==> src/rtl/tod_xfer_pkg.sv <==
package tod_xfer_pkg;

    typedef enum logic [0:0] {
        ST_STOPPED = 1'b0,
        ST_RUNNING = 1'b1
    } tod_state_e;

    localparam int REG_AW = 3;
    localparam logic [REG_AW-1:0] RA_CTRL   = 3'd0;
    localparam logic [REG_AW-1:0] RA_ERR    = 3'd1;
    localparam logic [REG_AW-1:0] RA_TARGET = 3'd2;
    localparam logic [REG_AW-1:0] RA_MOVE   = 3'd3;
    localparam logic [REG_AW-1:0] RA_START  = 3'd4;
    localparam logic [REG_AW-1:0] RA_STOP   = 3'd5;

    localparam int DATA_W = 64;
    localparam int ERR_W  = 8;

    // error bit positions
    localparam int EB_START_STATE = 0;
    localparam int EB_MOVE_STATE  = 1;
    localparam int EB_MOVE_CMD    = 2;
    localparam int EB_MOVE_NOTGT  = 3;
    localparam int EB_MOVE_NRDY   = 4;
    localparam int EB_DECODE      = 5;
    localparam int EB_UNIMPL      = 6;
    localparam int EB_STOP_STATE  = 7;

    // MSB-0 bit b of a 64-bit word sits at LSB index 63-b
    localparam int SEL_MODE_BIT = DATA_W - 1 - 35;
    localparam int MOVE_CMD_BIT = DATA_W - 1 - 0;

    localparam int CID_W = 5;
    localparam int OFS_W = 12;

endpackage

==> src/rtl/tod_target_decode.sv <==
module tod_target_decode
    import tod_xfer_pkg::*;
#(
    parameter int               N_CORES         = 4,
    parameter int               IDX_W           = 2,
    parameter logic [32*N_CORES-1:0] CORE_BASES = '0,
    parameter logic [CID_W*N_CORES-1:0] CORE_IDS = '0,
    parameter logic [OFS_W-1:0] TOD_OFS         = 12'h3A4,
    parameter bit               CORE_ID_MODE_EN = 1'b1
) (
    input  logic [31:0]      sel_hi,
    input  logic             sel_mode,
    output logic             hit,
    output logic [IDX_W-1:0] hit_idx,
    output logic             unimpl
);

    logic [31:0]        base_part;
    logic               ofs_ok;
    logic [CID_W-1:0]   cid;
    logic [N_CORES-1:0] addr_match;
    logic [N_CORES-1:0] id_match;
    logic [N_CORES-1:0] id_sel;
    logic [N_CORES-1:0] match;

    assign base_part = {sel_hi[31:OFS_W], {OFS_W{1'b0}}};
    assign ofs_ok    = (sel_hi[OFS_W-1:0] == TOD_OFS);
    assign cid       = sel_hi[CID_W-1:0];

    for (genvar g = 0; g < N_CORES; g++) begin : g_cmp
        assign addr_match[g] = (base_part == CORE_BASES[g*32 +: 32]);
        assign id_match[g]   = (cid == CORE_IDS[g*CID_W +: CID_W]);
    end

    if (CORE_ID_MODE_EN) begin : g_id_on
        assign id_sel = id_match;
        assign unimpl = 1'b0;
    end else begin : g_id_off
        assign id_sel = '0;
        assign unimpl = ~sel_mode;
        logic unused_id;
        assign unused_id = ^id_match;
    end

    assign match = sel_mode ? (ofs_ok ? addr_match : '0) : id_sel;

    // lowest index wins
    always_comb begin
        hit     = 1'b0;
        hit_idx = '0;
        for (int i = N_CORES - 1; i >= 0; i--) begin
            if (match[i]) begin
                hit     = 1'b1;
                hit_idx = IDX_W'(i);
            end
        end
    end

endmodule

==> src/rtl/tod_err_reg.sv <==
module tod_err_reg
    import tod_xfer_pkg::*;
(
    input  logic             clk,
    input  logic             rst_n,
    input  logic             clr_en,
    input  logic [ERR_W-1:0] clr_mask,
    input  logic [ERR_W-1:0] set_vec,
    output logic [ERR_W-1:0] err
);

    logic [ERR_W-1:0] clr_eff;
    assign clr_eff = clr_en ? clr_mask : '0;

    always_ff @(posedge clk) begin
        if (!rst_n) begin
            err <= '0;
        end else begin
            err <= (err & ~clr_eff) | set_vec;
        end
    end

    // no bit drops without a clearing write
    p_no_silent_clear_r10: assert property (@(posedge clk) disable iff (!rst_n)
        !clr_en |=> ((err & $past(err)) == $past(err)));

endmodule

==> src/rtl/tod_sent_flags.sv <==
module tod_sent_flags #(
    parameter int N_CORES = 4
) (
    input  logic               clk,
    input  logic               rst_n,
    input  logic [N_CORES-1:0] set_vec,
    input  logic [N_CORES-1:0] ready,
    input  logic [N_CORES-1:0] ack,
    output logic [N_CORES-1:0] sent
);

    for (genvar g = 0; g < N_CORES; g++) begin : g_core
        always_ff @(posedge clk) begin
            if (!rst_n) begin
                sent[g] <= 1'b0;
            end else if (set_vec[g]) begin
                sent[g] <= 1'b1;
            end else if (ack[g]) begin
                sent[g] <= 1'b0;
            end
        end

        // a flag rises only for a core that was ready
        p_sent_needs_ready_r8: assert property (@(posedge clk) disable iff (!rst_n)
            $rose(sent[g]) |-> $past(ready[g]));

        // flag holds until acknowledged
        p_sent_holds_r9: assert property (@(posedge clk) disable iff (!rst_n)
            (sent[g] && !ack[g]) |=> sent[g]);

        // acknowledge clears when no new set arrives
        p_ack_clears_r9: assert property (@(posedge clk) disable iff (!rst_n)
            (ack[g] && !set_vec[g]) |=> !sent[g]);
    end

endmodule

==> src/rtl/tod_xfer_ctrl.sv <==
module tod_xfer_ctrl
    import tod_xfer_pkg::*;
#(
    parameter int N_CORES = 4,
    parameter logic [32*N_CORES-1:0] CORE_BASES =
        {32'h2300_0000, 32'h2200_0000, 32'h2100_0000, 32'h2000_0000},
    parameter logic [5*N_CORES-1:0] CORE_IDS =
        {5'd13, 5'd9, 5'd5, 5'd1},
    parameter logic [11:0] TOD_OFS = 12'h3A4,
    parameter bit CORE_ID_MODE_EN = 1'b1,
    parameter int IDX_W = (N_CORES > 1) ? $clog2(N_CORES) : 1
) (
    input  logic               clk,
    input  logic               rst_n,
    input  logic               wr_en,
    input  logic [2:0]         wr_addr,
    input  logic [63:0]        wr_data,
    input  logic [N_CORES-1:0] core_ready,
    input  logic [N_CORES-1:0] core_ack,
    output logic               running,
    output logic               tgt_valid,
    output logic [IDX_W-1:0]   tgt_idx,
    output logic [7:0]         err_bits,
    output logic [31:0]        ctrl_bits,
    output logic [N_CORES-1:0] sent,
    output logic               guest_err
);

    // ---------------- write strobes ----------------
    logic we_ctrl, we_err, we_tgt, we_move, we_start, we_stop;
    assign we_ctrl  = wr_en && (wr_addr == RA_CTRL);
    assign we_err   = wr_en && (wr_addr == RA_ERR);
    assign we_tgt   = wr_en && (wr_addr == RA_TARGET);
    assign we_move  = wr_en && (wr_addr == RA_MOVE);
    assign we_start = wr_en && (wr_addr == RA_START);
    assign we_stop  = wr_en && (wr_addr == RA_STOP);

    logic unused_data;
    assign unused_data = ^{wr_data[31:SEL_MODE_BIT+1], wr_data[SEL_MODE_BIT-1:ERR_W]};

    // ---------------- target decode ----------------
    logic             dec_hit;
    logic [IDX_W-1:0] dec_idx;
    logic             dec_unimpl;

    tod_target_decode #(
        .N_CORES         (N_CORES),
        .IDX_W           (IDX_W),
        .CORE_BASES      (CORE_BASES),
        .CORE_IDS        (CORE_IDS),
        .TOD_OFS         (TOD_OFS),
        .CORE_ID_MODE_EN (CORE_ID_MODE_EN)
    ) u_dec (
        .sel_hi   (wr_data[63:32]),
        .sel_mode (wr_data[SEL_MODE_BIT]),
        .hit      (dec_hit),
        .hit_idx  (dec_idx),
        .unimpl   (dec_unimpl)
    );

    // ---------------- state register ----------------
    tod_state_e state_q, state_d;

    always_comb begin
        state_d = state_q;
        unique case (state_q)
            ST_STOPPED: if (we_start) state_d = ST_RUNNING; // T_START
            ST_RUNNING: if (we_stop)  state_d = ST_STOPPED; // T_STOP
            default:    state_d = ST_STOPPED;
        endcase
    end

    always_ff @(posedge clk) begin
        if (!rst_n) state_q <= ST_STOPPED;
        else        state_q <= state_d;
    end

    // ---------------- command outcomes ----------------
    logic [ERR_W-1:0]   err_set;
    logic [N_CORES-1:0] sent_set;
    logic               tgt_load;
    logic               tgt_valid_d;
    logic [IDX_W-1:0]   tgt_idx_d;

    always_comb begin
        err_set     = '0;
        sent_set    = '0;
        tgt_load    = 1'b0;
        tgt_valid_d = tgt_valid;
        tgt_idx_d   = tgt_idx;

        unique case (state_q)
            ST_STOPPED: begin
                if (we_stop)  err_set[EB_STOP_STATE] = 1'b1;
                if (we_move)  err_set[EB_MOVE_STATE] = 1'b1;
            end
            ST_RUNNING: begin
                if (we_start) err_set[EB_START_STATE] = 1'b1;
                if (we_move) begin
                    if (!wr_data[MOVE_CMD_BIT]) begin
                        err_set[EB_MOVE_CMD] = 1'b1;
                    end else if (!tgt_valid) begin
                        err_set[EB_MOVE_NOTGT] = 1'b1;
                    end else if (!core_ready[tgt_idx]) begin
                        err_set[EB_MOVE_NRDY] = 1'b1;
                    end else begin
                        sent_set[tgt_idx] = 1'b1;
                    end
                end
            end
            default: ;
        endcase

        if (we_tgt) begin
            tgt_load = 1'b1;
            if (dec_hit) begin
                tgt_valid_d = 1'b1;
                tgt_idx_d   = dec_idx;
            end else begin
                tgt_valid_d = 1'b0;
                tgt_idx_d   = '0;
                if (dec_unimpl) err_set[EB_UNIMPL] = 1'b1;
                else            err_set[EB_DECODE] = 1'b1;
            end
        end
    end

    always_ff @(posedge clk) begin
        if (!rst_n) begin
            tgt_valid <= 1'b0;
            tgt_idx   <= '0;
            ctrl_bits <= '0;
            guest_err <= 1'b0;
        end else begin
            if (tgt_load) begin
                tgt_valid <= tgt_valid_d;
                tgt_idx   <= tgt_idx_d;
            end
            if (we_ctrl) ctrl_bits <= wr_data[63:32];
            guest_err <= |err_set;
        end
    end

    assign running = (state_q == ST_RUNNING);

    // ---------------- sub-blocks ----------------
    tod_err_reg u_err (
        .clk      (clk),
        .rst_n    (rst_n),
        .clr_en   (we_err),
        .clr_mask (wr_data[ERR_W-1:0]),
        .set_vec  (err_set),
        .err      (err_bits)
    );

    tod_sent_flags #(.N_CORES(N_CORES)) u_flags (
        .clk     (clk),
        .rst_n   (rst_n),
        .set_vec (sent_set),
        .ready   (core_ready),
        .ack     (core_ack),
        .sent    (sent)
    );

    // ---------------- assertions ----------------
    // RUNNING is entered only through START
    p_run_via_start_r6: assert property (@(posedge clk) disable iff (!rst_n)
        $rose(running) |-> $past(we_start));

    // control field changes only on its own write
    p_ctrl_stable_r11: assert property (@(posedge clk) disable iff (!rst_n)
        !we_ctrl |=> $stable(ctrl_bits));

    // guest error only follows a write
    p_guest_after_write_r12: assert property (@(posedge clk) disable iff (!rst_n)
        guest_err |-> $past(wr_en));

    // latched index always names a real core
    p_idx_range_r2: assert property (@(posedge clk) disable iff (!rst_n)
        tgt_valid |-> (int'(tgt_idx) < N_CORES));

endmodule

==> config.mk <==
export PLATFORM = sky130hd
export DESIGN_NAME = tod_xfer_ctrl
export DESIGN_NICKNAME = d
export VERILOG_FILES = /design/src/rtl/tod_xfer_pkg.sv /design/src/rtl/tod_target_decode.sv /design/src/rtl/tod_err_reg.sv /design/src/rtl/tod_sent_flags.sv /design/src/rtl/tod_xfer_ctrl.sv
export SDC_FILE = /design/constraint.sdc
export NUM_CORES = 1
export LEC_CHECK = 0
export BUFFER_PORTS_ARGS = -buffer_cell sky130_fd_sc_hd__buf_2
export CORE_MARGIN = 10
export CORE_UTILIZATION = 38
export DETAILED_ROUTE_END_ITERATION = 7
export PLACE_DENSITY = 0.75
export SYNTH_ARGS = -nofsm -noshare
export SYNTH_HDL_FRONTEND = slang
export SYNTH_SLANG_ARGS = --single-unit
==> constraint.sdc <==
create_clock -name clk -period 1.4 [get_ports clk]
set_input_delay 0.21 -clock clk [delete_from_list [all_inputs] [get_ports clk]]
set_output_delay 0.21 -clock clk [all_outputs]
set_load 0.02 [all_outputs]
# Word-level counts from Yosys, hierarchy flattened
# Index checks and enable logic that the tools add are counted.
[word_totals]
ff_bits = 49
input_bits = 78
[classes]
magnitude_cmp = 2
n_eq_ne = 14
mux = 48
n_bitwise = 4
reduce_logical = 14
[ops]
columns = ["operator", "count"]
rows = [
  ["equality test 20 x 18 -> 1 bit (second input constant)", 4],
  ["2-to-1 mux 1 bit", 29],
  ["2-to-1 mux 4 bit", 7],
  ["equality test 12 x 10 -> 1 bit (second input constant)", 1],
  ["2-to-1 mux 2 bit", 6],
  ["equality test 5 x 4 -> 1 bit (second input constant)", 2],
  ["bitwise AND 8 bit", 1],
  ["2-to-1 mux 8 bit", 1],
  ["inverter 8 bit", 1],
  ["OR 8 bit", 1],
  ["nonzero test 2 bit", 4],
  ["OR reduction 8 bit", 1],
  ["logical AND 1 bit", 7],
  ["equality test 3 x 2 -> 1 bit (second input constant)", 2],
  ["equality test 3 bit (second input constant)", 2],
  ["2-to-1 mux 3 bit", 2],
  ["equality test 5 x 1 -> 1 bit (second input constant)", 1],
  ["equality test 5 x 3 -> 1 bit (second input constant)", 1],
  ["equality test 3 x 1 -> 1 bit (second input constant)", 1],
  ["logical NOT 3 bit", 1],
  ["< comparator 2 x 3 -> 1 bit (second input constant)", 1],
  ["binary-select mux 1 bit (select 2 bit)", 1],
  ["demux 1 bit (select 2 bit)", 1],
  [">= comparator 2 x 1 -> 1 bit (second input constant)", 1],
  ["3 further kinds", 3],
]

# Longest topological paths before layout
# Gate-level depths: netlist of run 1.
[logic_depth]
depth_word = 10
mapped_depth = 6
depth_no_buf = 4

# Hierarchy
# A second synthesis of run 1 with hierarchy kept.
[unflattened]
hier_cells = 257
hier_area_um2 = 2264.7
[modules_own_cells]
columns = ["module", "instances", "cells_per_inst", "area_per_inst_um2", "seq_area_each_um2"]
rows = [
  ["tod_xfer_ctrl", 1, 192, 1667.8, 740.7],
  ["tod_err_reg", 1, 33, 285.3, 160.2],
  ["tod_sent_flags", 1, 12, 165.2, 80.1],
  ["tod_target_decode", 1, 20, 146.4, 0.0],
]

# Least setup slack after synthesis of run 1
# Ideal clock, no wire load.
[synth_path]
kind = "register -> register"
startpoint = "register state_q (netlist: running)"
endpoint = "register u_flags.sent[0]"
setup_ps = 70
t_arrival_ps = 1443
slack_ps = -114
stages_incl_launch_ff = 5
path_buffers = 0
cell_sequence = "dfxtp_1 and2_1 nand4_1 or4b_1 a21oi_1"
[synth_between]
elab_chain_cells = 2
word_cells_on_any_way = 3
classes_between = "mux (2); reduce/logical (1)"
[synth_rtl]
columns = ["item", "line", "rtl"]
rows = [
  ["start, declared", "tod_xfer_ctrl.sv:62", "tod_state_e state_q, state_d;"],
  ["start signal, assigned", "tod_xfer_ctrl.sv:75", "else state_q <= state_d;"],
  ["2-to-1 mux 4 bit (*)", "tod_xfer_ctrl.sv:92", "unique case (state_q)"],
  ["2-to-1 mux 1 bit or nonzero test 2 bit (tied branches)", "n/a", ""],
  ["end signal, assigned by index", "tod_sent_flags.sv:15", "sent[g] <= 1'b0;"],
  ["end signal, assigned by index", "tod_sent_flags.sv:17", "sent[g] <= 1'b1;"],
  ["end signal, assigned by index", "tod_sent_flags.sv:19", "sent[g] <= 1'b0;"],
  ["end, declared", "tod_sent_flags.sv:9", "output logic [N_CORES-1:0] sent"],
]
# Every way passes the cells marked *; elsewhere a longest branch is shown, timed or not.
# A chain may end at the register's enable or synchronous reset.

# Worst setup path after layout of run 1
# Ends and elaborated chain as after synthesis.

==> Implementation_results.wiki, run 1 <==
{| class="wikitable"
! Metric !! Value
|-
| Status || finished, final reports clean
|-
| Sequential area share after synthesis || 0.485
|-
| Power Dens Cells || 905 nW/um2
|-
| Power share of the clock group || 0.321
|-
| Post-layout minimum cycle time || 1270 ps
|-
| Sw Ratio || 0.246
|-
| Mean post-synth cell area || 8.19 um2
|-
| Syn. warnings || 0
|-
| Placed cells || 430
|-
| Overall die area || 8640 um2
|-
| Number of cells on the worst hold path || 2
|-
| Post-CTS sizing || 0
|-
| I/O pins || 127
|-
| Gp weighted congestion || 0.783
|-
| Part of the total power dissipated in combinational logic || 0.131
|-
| Initial core utilization || 0.393
|-
| Wire length per cell || 14.8 um
|-
| Net switching power figure || 0.000644 W
|-
| Core region area || 5140 um2
|-
| Number of flops mapped to enable cells by yosys || 0
|-
| Relative slew slack || 0.754
|-
| Gate count after technology mapping || 247
|-
| Setup-violating endpoint count in the final report || 0
|-
| Root buffer cell || clkbuf_8
|-
| Residual overflow from global routing || 0
|-
| Type of the tightest min-delay check || in -> reg
|-
| Cts bufs inserted || 5
|-
| Hold Path Origin || wr_data[6]
|-
| Number of synthesized register bits || 49
|-
| Proportion of layout cells with a drive suffix above 1 || 0.381
|-
| Share of flip-flops with an asynchronous set or reset || 0
|-
| Post-synth cell types || 40
|-
| Vias in the first global route || 2,103
|-
| Antenna diodes || 0
|-
| Number of nets in the layout || 445
|-
| Sequential share of power || 0.548
|-
| Final hold violations || 0
|-
| IO buf count || 103
|-
| Commonest cells after routing, fill and taps aside || 103 x buf_2, 79 x nand2_1, 47 x dfxtp_1
|-
| Number of fill cells in the layout || 513
|-
| Final count of pins violating max slew || 0
|-
| Number of cells on the worst reg-to-reg path || 4
|-
| Number of buffers inserted by hold repair at cts || 0
|-
| Clock slew seen by the registers of the worst setup and hold paths || 80 ps
|-
| Leakage power || 1.29 nW
|-
| Category of the critical setup timing path || reg -> reg
|-
| Netlist area before placement || 2020 um2
|-
| Ratio of final minimum period to clock period || 0.906
|-
| Number of violations reported at the end of detailed-routing iteration 0 || 111
|-
| Total number of placement rows || 26
|-
| Number of iterations in the first detailed-routing pass || 4
|-
| Maximum number of pins on one net before global-route repair || 33
|-
| Net Count, Synth || 325
|-
| DIE WIDTH || 92.9 um
|-
| Origin of the critical flop-to-flop path || running
|-
| Aggregate global-route resource usage || 0.144
|-
| Largest driver fanout on the critical path || 2
|-
| Depth of the CTS H-tree || 2
|-
| TritonCTS clock tree || done
|-
| Number of remaining DRC errors || 0
|-
| First-pass GRT wire length || 10,200 um
|-
| Internal power contribution || 0.00197 W
|-
| Max-cap violations || 0
|-
| Residual antenna-violating net count after detailed routing || 0
|-
| Layout area overhead || 42.8%
|-
| Worst setup startpoint || running
|-
| Commonest non-fill, non-tap cell in the layout || buf_2
|-
| Vias post-DR || 2,154
|-
| Overall die height || 92.9 um
|-
| Arrival time worst endpoint || 1500 ps
|-
| Worst-Margin Slew || 364 ps
|-
| Detailed Route WL || 6480 um
|-
| Insertion delay of the later-clocked pin in the worst-skew pair || 290 ps
|-
| RSZ-0062 raised after global routing || no
|-
| Required time reported for the critical path endpoint || 1630 ps
|-
| Prevailing post-synth register cell || dfxtp_1
|-
| Placed wire-length estimate || 5100 um
|-
| Antenna violations before repair || 0
|-
| Buffer levels on the longest clock path || 2
|-
| Final Non-Filler Cells || 437
|-
| Capturing element type of the critical path || flop
|-
| Critical Path Start Type || flop
|-
| Post-CTS setup buffer count || 0
|-
| Final design instance area without fill || 2890 um2
|-
| Maximum clock frequency || 0.789 GHz
|-
| Via-to-Cell Ratio || 4.93
|-
| Fin Clk Skew || 1.65 ps
|-
| TritonCTS sink count || 49
|-
| Maximum vdd drop || 0.000452 V
|-
| Total cell area at the placement stage || 2800 um2
|}
kinds of logic after synthesis:
logic type	synth area share
and+or+nand+nor	0.295
AOI/OAI and AO/OA	0.168
DFF	0.485
buffers and inverters	0.0415
muxes	0.0111
worst max-delay path, stage by stage, from the launching register on:
cell and delay (ps):
dfxtp_2 330, and2_1 140, nand4_1 110, or4b_1 520, a21oi_1 120
power groups by stage:
stage	Clock (W)	Sequential, W	Combinational (W)
2_1_floorplan	0	0.00150	0.000111
3_3_place_gp	0	0.00146	0.000341
3_5_place_dp	0	0.00147	0.000345
4_1_cts	0.000867	0.00143	0.000347
5_1_grt	0.000917	0.00144	0.000377
6_report	0.000839	0.00143	0.000344
path summary, 6_finish.rpt:
check	endpoint	slack, ps
min reg2reg	u_err.err[6]	440
min	u_err.err[6]	80
max	u_flags.sent[0]	130
max reg2reg	u_flags.sent[0]	130
Yosys cell counts, types with 3 or more instances:
library cell	n	share of area
nand2b_1	5	0.015
inv_1	3	0.0056
o21ai_0	4	0.0099
nor4b_1	5	0.022
buf_2	4	0.0099
a21oi_1	43	0.11
nand2_1	79	0.15
dfxtp_1	49	0.49
nand4_1	5	0.015
nor3_1	3	0.0074
clkbuf_1	8	0.015
nor2_1	3	0.0056
through the flow:
stage               hold WS (ps)  setup WS (ps)  utilization  setup TNS [ps]  total power, W
CTS                         71.7            119        0.562               0         0.00265
finish                      79.2            132        0.562               0         0.00261
floorplan                    297           5.66            -               0         0.00161
global placement             383           -193        0.544            -705         0.00181
detailed placement           386           -168        0.544            -680         0.00181
global route                82.7           68.4        0.562               0         0.00273
layout make-up:
cell class	count	area [um2]	share of cell area
sequential	49	983	0.341
multi-input combinational	180	966	0.334
timing repair buffer	127	746	0.258
tap	70	87.6	0.0303
clock buffer	6	82.6	0.0286
inverter	4	15.0	0.00520
clock inverter	1	7.51	0.00260
sequential cells by signal (all words and copies together), names as in the netlist:
signal and flops:
u_flags.sent 4, ctrl_bits 32, tgt_valid 1, tgt_idx 2, guest_err 1, running 1
u_err.err 8
routing by layer:
layer	vias up	wire, um	global-route usage
li1	1097	-	-
met1	973	2760	0.173
met2	70	3000	0.221
met3	14	577	0.0597
met4	0	155	0.0604
met5	-	0	0
(Power assumes the default switching activity.)
==> run 2: changes to the inputs <==
--- a/config.mk
+++ b/config.mk
@@ -7,9 +7,10 @@
 export LEC_CHECK = 0
 export BUFFER_PORTS_ARGS = -buffer_cell sky130_fd_sc_hd__buf_2
 export CORE_MARGIN = 10
-export CORE_UTILIZATION = 38
+export CORE_UTILIZATION = 45
 export DETAILED_ROUTE_END_ITERATION = 7
-export PLACE_DENSITY = 0.75
+export PLACE_DENSITY = 0.84
+export REMOVE_ABC_BUFFERS = 1
 export SYNTH_ARGS = -nofsm -noshare
 export SYNTH_HDL_FRONTEND = slang
 export SYNTH_SLANG_ARGS = --single-unit
==> constraint.sdc (replaced) <==
create_clock -name clk -period 1.6 [get_ports clk]
set_input_delay 0.24 -clock clk [delete_from_list [all_inputs] [get_ports clk]]
set_output_delay 0.24 -clock clk [all_outputs]
set_load 0.02 [all_outputs]
==> Implementation_results.wiki, run 2 (synthesis gave the netlist of run 1 again) <==
{| class="wikitable"
! Metric !! Value
|-
| Status || finished, final reports clean
|-
| Wire length per cell || 14.9 um
|-
| Required time reported for the critical path endpoint || 1830 ps
|-
| DIE WIDTH || 87.0 um
|-
| Capturing element type of the critical path || flop
|-
| Detailed Route WL || 6130 um
|-
| TritonCTS clock tree || done
|-
| Commonest cells after routing, fill and taps aside || 103 x buf_2, 79 x nand2_1, 49 x dfxtp_1
|-
| Critical Path Start Type || flop
|-
| Max FFs per register || 32
|-
| Post-layout minimum cycle time || 1380 ps
|-
| Residual overflow from global routing || 0
|-
| Core region area || 4350 um2
|-
| Layout area overhead || 35.4%
|-
| Fin Clk Skew || 7.76 ps
|-
| Sequential share of power || 0.556
|-
| Vias post-DR || 2,119
|-
| Leakage power || 1.23 nW
|-
| Largest driver fanout on the critical path || 4
|-
| Final count of pins violating max slew || 0
|-
| Category of the critical setup timing path || reg -> reg
|-
| Net switching power figure || 0.000589 W
|-
| Power Dens Cells || 825 nW/um2
|-
| Worst-Margin Slew || 423 ps
|-
| Number of nets in the layout || 435
|-
| Sw Ratio || 0.261
|-
| Maximum number of pins on one net before global-route repair || 20
|-
| Maximum clock frequency || 0.723 GHz
|-
| Total cell area at the placement stage || 2650 um2
|-
| Setup-violating endpoint count in the final report || 0
|-
| Final design instance area without fill || 2740 um2
|-
| Number of violations reported at the end of detailed-routing iteration 0 || 140
|-
| Depth of the CTS H-tree || 2
|-
| Power share of the clock group || 0.326
|-
| Commonest non-fill, non-tap cell in the layout || buf_2
|-
| Residual antenna-violating net count after detailed routing || 0
|-
| Part of the total power dissipated in combinational logic || 0.119
|-
| Proportion of layout cells with a drive suffix above 1 || 0.360
|-
| TritonCTS sink count || 49
|-
| Antenna violations before repair || 0
|-
| Post-CTS setup buffer count || 0
|-
| Clock slew seen by the registers of the worst setup and hold paths || 90 ps
|-
| Relative slew slack || 0.715
|-
| First-pass GRT wire length || 9850 um
|-
| Antenna diodes || 0
|-
| Maximum vdd drop || 0.000557 V
|-
| Type of the tightest min-delay check || in -> reg
|-
| Root buffer cell || clkbuf_8
|-
| Max-cap violations || 0
|-
| I/O pins || 127
|-
| Insertion delay of the later-clocked pin in the worst-skew pair || 300 ps
|-
| Internal power contribution || 0.00167 W
|-
| Aggregate global-route resource usage || 0.159
|-
| RSZ-0062 raised after global routing || no
|-
| Initial core utilization || 0.464
|-
| Most flop-heavy register || ctrl_bits
|-
| Final Non-Filler Cells || 410
|-
| Total number of placement rows || 24
|-
| Registers with the most flip-flops || ctrl_bits x32, u_err.err x8, u_flags.sent x4
|-
| Post-CTS sizing || 0
|-
| Placed cells || 402
|-
| Overall die height || 87.0 um
|-
| Final hold violations || 0
|-
| Final design utilization || 0.629
|-
| Via-to-Cell Ratio || 5.17
|-
| Vias in the first global route || 2,140
|-
| Number of iterations in the first detailed-routing pass || 4
|-
| Overall die area || 7570 um2
|-
| Ratio of final minimum period to clock period || 0.865
|-
| Gp weighted congestion || 0.808
|-
| Placed wire-length estimate || 4920 um
|-
| Arrival time worst endpoint || 1620 ps
|-
| Number of buffers inserted by hold repair at cts || 0
|-
| Cts bufs inserted || 5
|-
| IO buf count || 103
|-
| Number of remaining DRC errors || 0
|-
| Buffer levels on the longest clock path || 2
|}
-- run 2: per-layer routing --
metal | share of wire | global-route usage | vias up
met1 | 0.40 | 0.170 | 953
met3 | 0.11 | 0.0702 | 9
met5 | 0 | 0 | -
li1 | - | - | 1075
met4 | 0.017 | 0.0663 | 0
met2 | 0.48 | 0.265 | 82
-- run 2: path summary, 6_finish.rpt --
check                             startpoint         endpoint  slack (ps)  cells past startpoint
worst max-delay path                 running  u_flags.sent[0]         220                      4
worst min-delay path              wr_data[6]     u_err.err[6]         110                      2
worst max register to register       running  u_flags.sent[0]         220                      4
worst min register to register  u_err.err[6]     u_err.err[6]         450                      2
-- run 2: worst max-delay path, cell delays in order, from the launching register on --
cell     delay, ps
dfxtp_1        350
and2_1         190
nand4_1        120
or4b_1         520
a21oi_1        140
-- run 2: metrics by stage --
stage | power (W) | TNS, ps | worst slack, ps | hold WS (ps)
after detailed placement | 0.00155 | -1.28 | -1.28 | 430
after CTS | 0.00228 | 0 | 200 | 105
after floorplan | 0.00139 | -12780 | -399 | 327
after global placement | 0.00155 | 0 | 37.1 | 411
final | 0.00226 | 0 | 216 | 111
after global routing | 0.00236 | 0 | 128 | 109
-- run 2: layout make-up --
cell class	instances	area, um2
Tap cell	52	65.1
Timing Repair Buffer	117	621
Multi-Input combinational cell	180	966
Inverter	4	15.0
Clock inverter	3	21.3
Sequential cell	49	981
Fill cell	386	1620
Clock buffer	5	68.8
-- run 2: power groups by stage --
stage               registers (W)   logic, W  clock network [W]
floorplan                 0.00131  0.0000804                  0
global placement          0.00128   0.000265                  0
detailed placement        0.00128   0.000269                  0
global route              0.00126   0.000295           0.000805
finish                    0.00125   0.000268           0.000735
CTS                       0.00126   0.000270           0.000756
